`config.mk`:
```
export PLATFORM = sky130hd
export DESIGN_NAME = amo_unit
export DESIGN_NICKNAME = d
export VERILOG_FILES = /design/src/rtl/amo_pkg.sv /design/src/rtl/amo_decode.sv /design/src/rtl/amo_alu.sv /design/src/rtl/amo_unit.sv
export SDC_FILE = /design/constraint.sdc
export NUM_CORES = 1
export LEC_CHECK = 0
export BUFFER_PORTS_ARGS = -buffer_cell sky130_fd_sc_hd__buf_2
export CORE_MARGIN = 2
export CORE_UTILIZATION = 35
export CTS_CLUSTER_SIZE = 24
export DETAILED_ROUTE_END_ITERATION = 16
export PLACE_DENSITY_LB_ADDON = 0.1
export SLEW_MARGIN = 20
export SYNTH_ARGS = -nofsm -noshare
export SYNTH_HDL_FRONTEND = slang
export SYNTH_SLANG_ARGS = --single-unit
```
`constraint.sdc`:
```
create_clock -name clk -period 4.96 [get_ports clk]
set_input_delay 0.248 -clock clk [delete_from_list [all_inputs] [get_ports clk]]
set_output_delay 0.248 -clock clk [all_outputs]
set_load 0.02 [all_outputs]
```
`src/rtl/amo_pkg.sv`:
```
package amo_pkg;

    localparam int XLEN   = 64;
    localparam int WORD_W = 32;
    localparam int OFF_W  = 16;
    localparam int IMM_W  = 32;
    localparam int CODE_W = 8;

    localparam logic [CODE_W-1:0] CODE_ADD   = 8'h00;
    localparam logic [CODE_W-1:0] CODE_OR    = 8'h40;
    localparam logic [CODE_W-1:0] CODE_AND   = 8'h50;
    localparam logic [CODE_W-1:0] CODE_XOR   = 8'hA0;
    localparam logic [CODE_W-1:0] CODE_SWAP  = 8'hE0;
    localparam logic [CODE_W-1:0] CODE_CAS   = 8'hF0;
    localparam logic [CODE_W-1:0] FETCH_FLAG = 8'h01;

    localparam logic [1:0] SIZE_WORD  = 2'd2;
    localparam logic [1:0] SIZE_DWORD = 2'd3;

    typedef enum logic [2:0] {
        OP_ADD, OP_OR, OP_AND, OP_XOR, OP_SWAP, OP_CAS
    } amo_op_e;

    typedef enum logic [1:0] {
        ST_IDLE, ST_READ, ST_WRITE, ST_RESP
    } amo_state_e;

    typedef struct packed {
        amo_op_e         op;
        logic            fetch;
        logic            dw;
        logic            err;
        logic [XLEN-1:0] addr;
    } amo_ctrl_t;

    function automatic logic [XLEN-1:0] size_mask(input logic dw);
        return dw ? {XLEN{1'b1}} : {{(XLEN-WORD_W){1'b0}}, {WORD_W{1'b1}}};
    endfunction

endpackage

```
`src/rtl/amo_decode.sv`:
```
module amo_decode
    import amo_pkg::*;
(
    input  logic [IMM_W-1:0] imm,
    input  logic [1:0]       size,
    input  logic [XLEN-1:0]  base,
    input  logic [OFF_W-1:0] offset,
    output amo_ctrl_t        ctrl
);
    logic            code_ok;
    logic            size_ok;
    logic            misaligned;
    logic [XLEN-1:0] addr;
    amo_op_e         op;
    logic            fetch;

    always_comb begin
        addr    = base + {{(XLEN-OFF_W){offset[OFF_W-1]}}, offset};
        size_ok = (size == SIZE_WORD) || (size == SIZE_DWORD);
        code_ok = 1'b1;
        fetch   = imm[0];
        op      = OP_ADD;
        unique case (imm[CODE_W-1:0])
            CODE_ADD, CODE_ADD | FETCH_FLAG: op = OP_ADD;
            CODE_OR,  CODE_OR  | FETCH_FLAG: op = OP_OR;
            CODE_AND, CODE_AND | FETCH_FLAG: op = OP_AND;
            CODE_XOR, CODE_XOR | FETCH_FLAG: op = OP_XOR;
            CODE_SWAP | FETCH_FLAG:          op = OP_SWAP;
            CODE_CAS  | FETCH_FLAG:          op = OP_CAS;
            default:                         code_ok = 1'b0;
        endcase
        if (|imm[IMM_W-1:CODE_W]) begin
            code_ok = 1'b0;
        end
        misaligned = (size == SIZE_DWORD) ? (|addr[2:0]) : (|addr[1:0]);

        ctrl.op    = op;
        ctrl.fetch = fetch;
        ctrl.dw    = (size == SIZE_DWORD);
        ctrl.err   = !size_ok || !code_ok || misaligned;
        ctrl.addr  = addr;
    end
endmodule

```
`src/rtl/amo_alu.sv`:
```
module amo_alu
    import amo_pkg::*;
(
    input  amo_op_e         op,
    input  logic            dw,
    input  logic [XLEN-1:0] old_val,
    input  logic [XLEN-1:0] src_val,
    input  logic [XLEN-1:0] r0_val,
    output logic [XLEN-1:0] new_val,
    output logic            cmp_hit
);
    logic [XLEN-1:0] mask;
    logic [XLEN-1:0] a;
    logic [XLEN-1:0] b;
    logic [XLEN-1:0] res;

    always_comb begin
        mask    = size_mask(dw);
        a       = old_val & mask;
        b       = src_val & mask;
        cmp_hit = (a == (r0_val & mask));
        unique case (op)
            OP_ADD:  res = a + b;
            OP_OR:   res = a | b;
            OP_AND:  res = a & b;
            OP_XOR:  res = a ^ b;
            OP_SWAP: res = b;
            OP_CAS:  res = b;
            default: res = b;
        endcase
        new_val = res & mask;
    end
endmodule

```
`src/rtl/amo_unit.sv`:
```
module amo_unit
    import amo_pkg::*;
(
    input  logic             clk,
    input  logic             rst,
    input  logic             req_valid,
    output logic             req_ready,
    input  logic [IMM_W-1:0] req_imm,
    input  logic [1:0]       req_size,
    input  logic [XLEN-1:0]  req_base,
    input  logic [OFF_W-1:0] req_offset,
    input  logic [XLEN-1:0]  req_src,
    input  logic [XLEN-1:0]  req_r0,
    output logic             mem_req,
    output logic             mem_we,
    output logic             mem_dw,
    output logic [XLEN-1:0]  mem_addr,
    output logic [XLEN-1:0]  mem_wdata,
    input  logic             mem_ack,
    input  logic [XLEN-1:0]  mem_rdata,
    output logic             resp_valid,
    output logic             resp_err,
    output logic             src_we,
    output logic [XLEN-1:0]  src_wdata,
    output logic             r0_we,
    output logic [XLEN-1:0]  r0_wdata
);
    amo_state_e      state_q;
    amo_ctrl_t       ctrl_d;
    amo_ctrl_t       ctrl_q;
    logic [XLEN-1:0] src_q;
    logic [XLEN-1:0] r0_q;
    logic [XLEN-1:0] old_q;
    logic [XLEN-1:0] alu_old;
    logic [XLEN-1:0] alu_new;
    logic            alu_hit;
    logic [XLEN-1:0] rd_masked;

    amo_decode u_decode (
        .imm    (req_imm),
        .size   (req_size),
        .base   (req_base),
        .offset (req_offset),
        .ctrl   (ctrl_d)
    );

    // The compare runs on the read data in the acknowledge cycle so a miss skips the write.
    assign rd_masked = mem_rdata & size_mask(ctrl_q.dw);
    assign alu_old   = (state_q == ST_READ) ? rd_masked : old_q;

    amo_alu u_alu (
        .op      (ctrl_q.op),
        .dw      (ctrl_q.dw),
        .old_val (alu_old),
        .src_val (src_q),
        .r0_val  (r0_q),
        .new_val (alu_new),
        .cmp_hit (alu_hit)
    );

    always_ff @(posedge clk) begin
        if (rst) begin
            state_q <= ST_IDLE;
            ctrl_q  <= '0;
            src_q   <= '0;
            r0_q    <= '0;
            old_q   <= '0;
        end else begin
            unique case (state_q)
                ST_IDLE: begin
                    if (req_valid) begin
                        ctrl_q  <= ctrl_d;
                        src_q   <= req_src;
                        r0_q    <= req_r0;
                        state_q <= ctrl_d.err ? ST_RESP : ST_READ;
                    end
                end
                ST_READ: begin
                    if (mem_ack) begin
                        old_q   <= rd_masked;
                        state_q <= (ctrl_q.op == OP_CAS && !alu_hit) ? ST_RESP : ST_WRITE;
                    end
                end
                ST_WRITE: begin
                    if (mem_ack) begin
                        state_q <= ST_RESP;
                    end
                end
                ST_RESP: state_q <= ST_IDLE;
                default: state_q <= ST_IDLE;
            endcase
        end
    end

    always_comb begin
        req_ready  = (state_q == ST_IDLE);
        mem_req    = (state_q == ST_READ) || (state_q == ST_WRITE);
        mem_we     = (state_q == ST_WRITE);
        mem_dw     = ctrl_q.dw;
        mem_addr   = ctrl_q.addr;
        mem_wdata  = alu_new;
        resp_valid = (state_q == ST_RESP);
        resp_err   = resp_valid && ctrl_q.err;
        src_we     = resp_valid && !ctrl_q.err && ctrl_q.fetch && (ctrl_q.op != OP_CAS);
        src_wdata  = old_q;
        r0_we      = resp_valid && !ctrl_q.err && (ctrl_q.op == OP_CAS);
        r0_wdata   = old_q;
    end
endmodule

```
# Word level (Yosys, flattened, before mapping)
# Cells that the tools add are included.
[word_totals]
regBits = 264
out_inout_bits = 264
word_cells = 82
[op_classes]
addsub = 2
eq_ne = 23
mux = 13
bitwise_logic = 8
n_reduce_logical = 27
[ops]
columns = ["operator", "count"]
rows = [
  ["AND 64 bit", 6],
  ["case mux 64 bit (4 select lines)", 1],
  ["adder 64 bit", 2],
  ["2-to-1 mux 64 bit", 2],
  ["equality test 64 bit", 1],
  ["OR 64 bit", 1],
  ["XOR 64 bit", 1],
  ["equality test 8 x 7 -> 1 bit, second input constant", 4],
  ["equality test 8 bit, second input constant", 4],
  ["OR reduction 24 bit", 1],
  ["case mux 3 bit (5 select lines)", 1],
  ["OR reduction 10 bit", 1],
  ["equality test 2 bit, second input constant", 4],
  ["equality test 8 x 1 -> 1 bit, second input constant", 1],
  ["zero test 8 bit", 1],
  ["2-to-1 mux 2 bit", 4],
  ["case mux 2 bit (4 select lines)", 1],
  ["OR reduction 2 bit", 4],
  ["equality test 3 x 2 -> 1 bit, second input constant", 2],
  ["logical AND 1 bit", 6],
  ["zero test 1 bit", 4],
  ["logical OR 1 bit", 4],
  ["2-to-1 mux 1 bit", 4],
  ["inequality test 2 bit, second input constant", 2],
  ["other kinds (10)", 11],
]

# Depth between registers and ports, before layout
# Gate-level depths: netlist (run 1).
[depth]
depth_word = 10
depth_mapped = 21
mapped_depth_nobuf = 17

# Modules after synthesis
# From an unflattened synthesis (run 1), not the netlist that was laid out.
[hier_totals]
cells_unflattened = 3306
area_unflattened_um2 = 23463.8
[by_module_without_submodules]
columns = ["module", "instances", "cells_per_inst", "area_per_inst_um2", "seq_area_each_um2"]
rows = [
  ["amo_unit", 1, 1435, 11045.6, 5285.1],
  ["amo_alu", 1, 1291, 8478.1, 0.0],
  ["amo_decode", 1, 580, 3940.0, 0.0],
]

# Worst setup path before layout (run 1)
# Ideal clock, no wire load.
[synth_timing]
path_kind = "register -> output"
from = "register ctrl_q (netlist bit mem_dw)"
to = "output mem_wdata[58]"
arrival_ps = 5124
path_slack_ps = -412
path_stages_with_launch = 22
path_cell_list = "dfxtp_1 > clkbuf_1 > buf_1 > clkbuf_1 > clkbuf_1 > clkbuf_1 > clkbuf_1 > buf_1 > nand2_1 > inv_1 > ha_1 > nand2_1 > nor2_1 > a311oi_1 > a2111oi_2 > a211o_1 > a21o_1 > a21oi_1 > a31o_2 > o21ai_1 > and3_1 > nor3_1"
[synth_via]
elab_chain_cells = 7
[synth_lines]
columns = ["item", "line_no", "text"]
rows = [
  ["start: declaration", "amo_unit.sv:30", "amo_ctrl_t ctrl_q;"],
  ["start signal: assignment", "amo_unit.sv:72", "ctrl_q <= ctrl_d;"],
  ["2-to-1 mux 64 bit *", "amo_pkg.sv:37", "return dw ? {XLEN{1'b1}} : {{(XLEN-WORD_W){1'b0}}, {WORD_W{1'b1}}};"],
  ["AND 64 bit", "amo_unit.sv:48", "assign rd_masked = mem_rdata & size_mask(ctrl_q.dw);"],
  ["2-to-1 mux 64 bit", "amo_unit.sv:49", "assign alu_old = (state_q == ST_READ) ? rd_masked : old_q;"],
  ["AND 64 bit", "amo_alu.sv:19", "a = old_val & mask;"],
  ["adder 64 bit (tied with other cells)", "amo_alu.sv:23", "OP_ADD: res = a + b;"],
  ["case mux 64 bit (4 select lines)", "amo_alu.sv:22", "unique case (op)"],
  ["AND 64 bit *", "amo_alu.sv:31", "new_val = res & mask;"],
  ["end: declaration", "amo_unit.sv:18", "output logic [XLEN-1:0] mem_wdata,"],
]
# Every way passes the cells marked *; elsewhere a longest branch is shown, timed or not.

# Final worst setup path (run 1)
[layout_timing]
from = "register state_q[1]"
to = "output mem_wdata[61]"
[layout_via]
elab_chain_cells = 6
[layout_lines]
columns = ["item", "line_no", "text"]
rows = [
  ["start: declaration", "amo_unit.sv:28", "amo_state_e state_q;"],
  ["start signal: assignment", "amo_unit.sv:75", "state_q <= ctrl_d.err ? ST_RESP : ST_READ;"],
  ["start signal: assignment", "amo_unit.sv:81", "state_q <= (ctrl_q.op == OP_CAS && !alu_hit) ? ST_RESP : ST_WRITE;"],
  ["equality test 2 x 1 -> 1 bit *", "amo_unit.sv:49", ""],
  ["2-to-1 mux 64 bit *", "amo_unit.sv:49", ""],
  ["AND 64 bit *", "amo_alu.sv:19", ""],
  ["adder 64 bit (tied with other cells)", "amo_alu.sv:23", ""],
  ["case mux 64 bit (4 select lines) *", "amo_alu.sv:22", ""],
  ["AND 64 bit *", "amo_alu.sv:31", ""],
]
# Marks and branches as above.

==> metrics.csv, run 1 <==
metric;value;unit
sequential share of the synthesized area;22.9;%
pwr/cell area;374;nW/um2
PortBufs;573;
area of the die;67900;um2
shortest period the worst path allows;5.08;ns
Power Total;11.4;mW
Crit. End Element;output pin;
Mapped Cells;3213;
final design utilization;46.6;%
largest net degree at the start of global routing;117;
Crit Path Class;reg -> out;
syn_nets;3695;
Arr. time, crit path;4.83;ns
cell area after placement;26000;um2
Syn-to-layout area delta;32.5;%
WL/cell;20.7;um
clock skew;0.0235;ns
worst vdd ir;0.263;mV
Worst Path Buf+Inv;8;
Async S/R FF share, synth;0;%
Slew headroom;35.2;%
CTS clock-pin slew for the worst setup and hold paths;0.06;ns
global-route wire length before repair;144000;um
Mapped Area;23100;um2
crit-path cells;inv_2, ha_4, buf_12, buf_12, buf_16, mux2i_2, buf_4, inv_1, ha_1, a21oi_2, o31ai_1, a221o_1, a211o_1, o21a_1, o21a_1, o21ai_2, o21ai_2, a31oi_2, xnor2_1, o22ai_1, buf_4, buf_4;
Slew Limit Fails;0;
Pre-Repair DR Iteration Count;6;
Worst EP required;4.71;ns
fin worst setup slack;-0.122;ns
Die Y-Extent;261;um
Hold Vio Cnt, Final;0;
vias in the first global route;24096;
LEAKAGE;13.9;nW
clk sinks;264;
layout net count;4305;
die width;261;um
Post-synth EDFFs;0;
Initial Util;35.2;%
Tcrit/Tclk final;102;%
Min Hold Slack;0.0429;ns
post-route ant nets;0;
GR Overflow Total;0;
MaxCap Viol Count;0;
crit-path max FO;6;
DRT iter0 DRCs;1963;
# fillers;6746;
Synth cell types;96;
Via density;5.32;
violated checks;negative setup slack;
vias;25108;
Setup Viol. Count Final;7;
clock latency on the worst-skew pair;0.57;ns
unrepaired setup endpoints after global routing;true;
CTS Buffer Depth;3;
CTS root buf;clkbuf_16;
maximum level of the CTS H-tree;2;
DR DRC count;0;
Crit path max-delay family;compound AO/OA/AOI/OAI gates;
Post-Route WL;97500;um
Mean Syn Cell Area;7.18;um2
status;finished, violations left;
clock buffer count from CTS;37;
CP peak stage delay;0.36;ns
dpl ws;0.133;ns
FP Rows;94;
Most Frequent Cell on Critical Path;buf_4;
CP max-delay cell;a221o_1;
placer congestion estimate;0.929;
CTS tree;built;
Syn. warnings;0;
Worst Hold Class;in -> reg;
total core area;65500;um2
Post-Layout Inst Area;30500;um2
layout cells sized above 1;24.7;%
Worst-Margin Slew;0.960;ns
Post-synth top flop;dfxtp_1;
Seq cells post-synth;264;
fmax;197;MHz
GR Util All Layers;27.4;%
Startpoint Class;register;
IO Count;574;
post-DP HPWL;72600;um
initial antenna violation count;9;
[path summary, 6_finish.rpt]
check / start / end / slack [ns] / cells past startpoint
setup reg to reg: state_q[0] / state_q[0] / 1.33 / 14
hold / removal: req_src[0] / src_q[0] / 0.04 / 3
setup / recovery: state_q[1] / mem_wdata[61] / -0.12 / 22
hold reg to reg: mem_addr[61] / mem_addr[61] / 0.44 / 2
[tightest hold or removal path, delay by kind of cell]
family	cells	cell delay [ns]
and+or+nand+nor	1	0.13
buffers and inverters	1	0.10
AOI/OAI and AO/OA	1	0.08
[placed cells by master, fill, tap and decap left out, types with 14 or more instances in the layout]
cell | synthesis | layout
nor3_1 | 41 | 35
o21bai_1 | 24 | 23
o21a_1 | 19 | 18
inv_1 | 172 | 167
mux2i_4 | 5 | 20
xnor2_1 | 103 | 102
a31oi_1 | 25 | 21
a211oi_1 | 18 | 15
nand2_1 | 617 | 609
buf_2 | 9 | 558
ha_1 | 170 | 141
a21oi_1 | 449 | 430
nand4_1 | 42 | 42
nand2b_1 | 36 | 36
a21o_1 | 71 | 71
nor2b_1 | 16 | 16
dlygate4sd3_1 | 0 | 191
ha_2 | 0 | 14
ha_4 | 0 | 15
xor2_1 | 75 | 75
nor4_1 | 20 | 19
nor2_1 | 154 | 150
buf_4 | 128 | 122
mux2i_1 | 92 | 68
a21oi_2 | 0 | 17
clkbuf_16 | 0 | 38
dfxtp_1 | 264 | 259
nand3_1 | 93 | 92
o21ai_0 | 129 | 120
[cell type report]
| type | instances | area [um2] | share of cell area, % |
|---|---|---|---|
| clock buffers | 52 | 1060 | 3.48 |
| diodes | 4 | 10.0 | 0.0328 |
| repair buffers | 890 | 5960 | 19.5 |
| flip-flops and latches | 264 | 5290 | 17.3 |
| clock inverters | 14 | 193 | 0.631 |
| well taps | 864 | 1080 | 3.54 |
| inverters | 175 | 657 | 2.15 |
| multi-input cells | 2455 | 16300 | 53.3 |
[sequential cells by signal, indices dropped and copies added, names as in the netlist]
name	flops
r0_wdata	64
mem_addr	64
r0_q	64
state_q	2
mem_dw	1
src_q	64
ctrl_q	5
[Yosys cell counts (42+ instances only)]
library cell	number	area (um2)
a21o_1	71	533
a21oi_1	449	2250
buf_4	128	961
clkbuf_1	148	556
dfxtp_1	264	5290
ha_1	170	2130
inv_1	172	646
mux2i_1	92	921
nand2_1	617	2320
nand3_1	93	465
nand4_1	42	263
nor2_1	154	578
o21ai_0	129	646
xnor2_1	103	902
xor2_1	75	657
[through the flow]
step,std cells,setup TNS (ns)
final,4718,-0.440
after global routing,4718,-2.89
after CTS,4690,-0.637
after detailed placement,4412,0
after global placement,4412,0
after floorplan,3213,0
[report_power, final]
part	internal (mW)	switching (mW)
clock	1.62	1.14
combinational	2.32	3.57
sequential	2.46	0.324
[what timing repair did]
| item | in CTS | in global routing |
|---|---|---|
| setup buffers | 18 | 24 |
| hold endpoints to repair | 191 | 0 |
| hold buffers | 191 | 0 |
| pin swaps | 29 | 46 |
| cloned | 3 | 1 |
| gates resized for setup | 89 | 111 |
| endpoints found under the setup margin | 37 | 35 |
[kinds of logic after synthesis]
group / after synthesis / share of synthesized area [%]
simple gates: 1081 / 20.4
compound gates: 901 / 23.8
buf+inv: 494 / 10.3
flops: 264 / 22.9
xor+xnor: 179 / 6.83
fa+ha+maj: 173 / 9.45
mux: 121 / 6.21
[layer usage]
metal | wire (um) | track usage, % | vias to the layer above
li1 | - | - | 12288
met1 | 43100 | 35.9 | 11808
met2 | 45100 | 44.6 | 832
met3 | 5910 | 5.38 | 170
met4 | 3390 | 9.57 | 10
met5 | 63 | 0 | -
No activity file was read; power rests on OpenSTA's default activity.
==> inputs of run 2 (changes only) <==
==> constraint.sdc (replaced) <==
create_clock -name clk -period 6 [get_ports clk]
set_input_delay 0.3 -clock clk [delete_from_list [all_inputs] [get_ports clk]]
set_output_delay 0.3 -clock clk [all_outputs]
set_load 0.02 [all_outputs]
==> metrics.csv, run 2 (synthesis results as in run 1) <==
metric;value;unit
status;completed;
stages on the worst setup path;16;
# fillers;6947;
Crit Path Class;reg -> out;
CTS root buf;clkbuf_16;
CTS clock-pin slew for the worst setup and hold paths;0.06;ns
Logic pwr share;49.0;%
Worst EP required;5.70;ns
Slew Limit Fails;0;
pwr/cell area;309;nW/um2
reg2reg start;state_q[0];
CTS Buffer Depth;3;
clock latency on the worst-skew pair;0.56;ns
layout net count;4153;
Crit path max-delay family;compound AO/OA/AOI/OAI gates;
crit-path cells;ha_2, buf_8, mux2i_1, ha_1, nand4_1, a211oi_1, nor3_1, o21a_1, o31ai_1, a21o_1, a21oi_1, a31o_2, o311ai_1, xnor2_1, o21ai_1, buf_2;
Die Y-Extent;261;um
multi-input logic area;15500;um2
clock skew;0.0190;ns
GR Overflow Total;0;
worst reg-to-reg path cell count;10;
FP Rows;94;
flop-to-flop setup slack;1.67;ns
post-DP HPWL;73100;um
DRT iter0 DRCs;1826;
layout cells sized above 1;20.1;%
area of the die;67900;um2
crit path launch;state_q[0];
clock buffer count from CTS;35;
Crit. End Element;output pin;
switching part of the total power;44.8;%
most frequent cells in the layout;615 x nand2_1, 572 x buf_2, 448 x a21oi_1;
Met3 Wirelength;5210;um
routed wl met2;44400;um
Min Hold Slack;0.0217;ns
CTS tree;built;
shortest period the worst path allows;5.92;ns
Setup TNS Final;0;ns
Worst-Margin Slew;1.05;ns
die width;261;um
post-route ant nets;0;
Pre-Repair DR Iteration Count;6;
MaxCap Viol Count;0;
Worst Hold Class;in -> reg;
total core area;65500;um2
Startpoint Class;register;
DR DRC count;0;
GR Util All Layers;27.0;%
worst vdd ir;0.206;mV
Switch Pwr;3.91;mW
cell internal pwr;4.81;mW
Sequential Area;5290;um2
CP max-delay cell;o31ai_1;
worst setup path end;mem_wdata[62];
PortBufs;573;
share of total power in the clock network;24.6;%
crit-path max FO;21;
Arr. time, crit path;5.62;ns
Worst Path Buf+Inv;2;
vias in the first global route;23193;
RR Endpoint;state_q[0];
wl on met1;44000;um
Initial Util;35.2;%
CP peak stage delay;0.59;ns
LEAKAGE;13.0;nW
unrepaired setup endpoints after global routing;true;
Slew headroom;30.1;%
placer congestion estimate;0.952;
IO Count;574;
Tcrit/Tclk final;98.7;%
Post-Route WL;95900;um
fmax;169;MHz
WL/cell;21.0;um
maximum level of the CTS H-tree;2;
sequential share of power;26.4;%
clk sinks;264;
Via density;5.38;
global-route wire length before repair;142000;um
max layer used;met5;
initial antenna violation count;7;
vias;24561;
largest net degree at the start of global routing;106;
Hold Vio Cnt, Final;0;
Syn-to-layout area delta;22.4;%
Setup Viol. Count Final;0;
commonest non-fill, non-tap cell in the layout;nand2_1;
run 2: routing by layer:
| metal | track usage [%] | up-vias |
|---|---|---|
| li1 | - | 11973 |
| met5 | 0 | - |
| met4 | 7.19 | 6 |
| met1 | 37.0 | 11735 |
| met3 | 4.17 | 110 |
| met2 | 43.9 | 737 |
run 2: worst min-delay path by stage:
stage | to | startpoint | cells after the start | slack (ns)
2_1_floorplan | mem_addr[61] | mem_addr[61] | 2 | 0.43
3_3_place_gp | mem_addr[5] | mem_addr[5] | 2 | 0.44
3_5_place_dp | mem_addr[23] | mem_addr[23] | 2 | 0.44
4_1_cts | r0_wdata[57] | mem_rdata[57] | 3 | 0.00008
5_1_grt | src_q[52] | req_src[52] | 3 | 0.02
6_report | r0_q[36] | req_r0[36] | 3 | 0.02
run 2: final cells by class:
| class | instances | share of cell area, % |
|---|---|---|
| Antenna cell | 6 | 0.0532 |
| Clock inverter | 10 | 0.403 |
| Tap cell | 864 | 3.83 |
| Multi-Input combinational cell | 2455 | 55.0 |
| Sequential cell | 264 | 18.8 |
| Clock buffer | 52 | 3.65 |
| Inverter | 175 | 2.33 |
| Timing Repair Buffer | 740 | 16.0 |
run 2: worst reg2reg max path: cells and delay by family (launching register included):
kind / cells / cell delay (ns)
AOI/OAI and AO/OA: 3 / 1.29
and+or+nand+nor: 3 / 0.74
muxes: 1 / 0.70
DFF: 1 / 0.49
adders and majority gates: 1 / 0.46
buffers and inverters: 1 / 0.32
xor gates and xnor gates: 1 / 0.16
run 2: power by group through the flow:
stage	sequential, mW	combinational [mW]	clock (mW)
2_1_floorplan	2.24	2.96	0
3_3_place_gp	2.33	4.15	0
3_5_place_dp	2.33	4.14	0
4_1_cts	2.29	4.23	2.21
5_1_grt	2.33	4.64	2.25
6_report	2.30	4.27	2.15
run 2: stage by stage:
step / cell area [um2] / utilization, % / worst slack [ns] / power (mW) / instances
3_5_place_dp: 25600 / 39.0 / 0.526 / 6.47 / 4357
2_1_floorplan: 23100 / - / 0.576 / 5.20 / 3213
4_1_cts: 28100 / 42.9 / 0.0115 / 8.73 / 4560
3_3_place_gp: 25600 / 39.0 / 0.652 / 6.48 / 4357
6_report: 28200 / 43.1 / 0.0802 / 8.72 / 4566
5_1_grt: 28200 / 43.1 / -0.0155 / 9.23 / 4562
run 2: what timing repair did:
item                                    in CTS  in global routing
endpoints found under the setup margin       2                 15
resized for setup                            2                 19
hold buffers                               141                  0
pin swaps                                    0                  0
buffers inserted                             0                  0
hold endpoints to repair                   141                  0
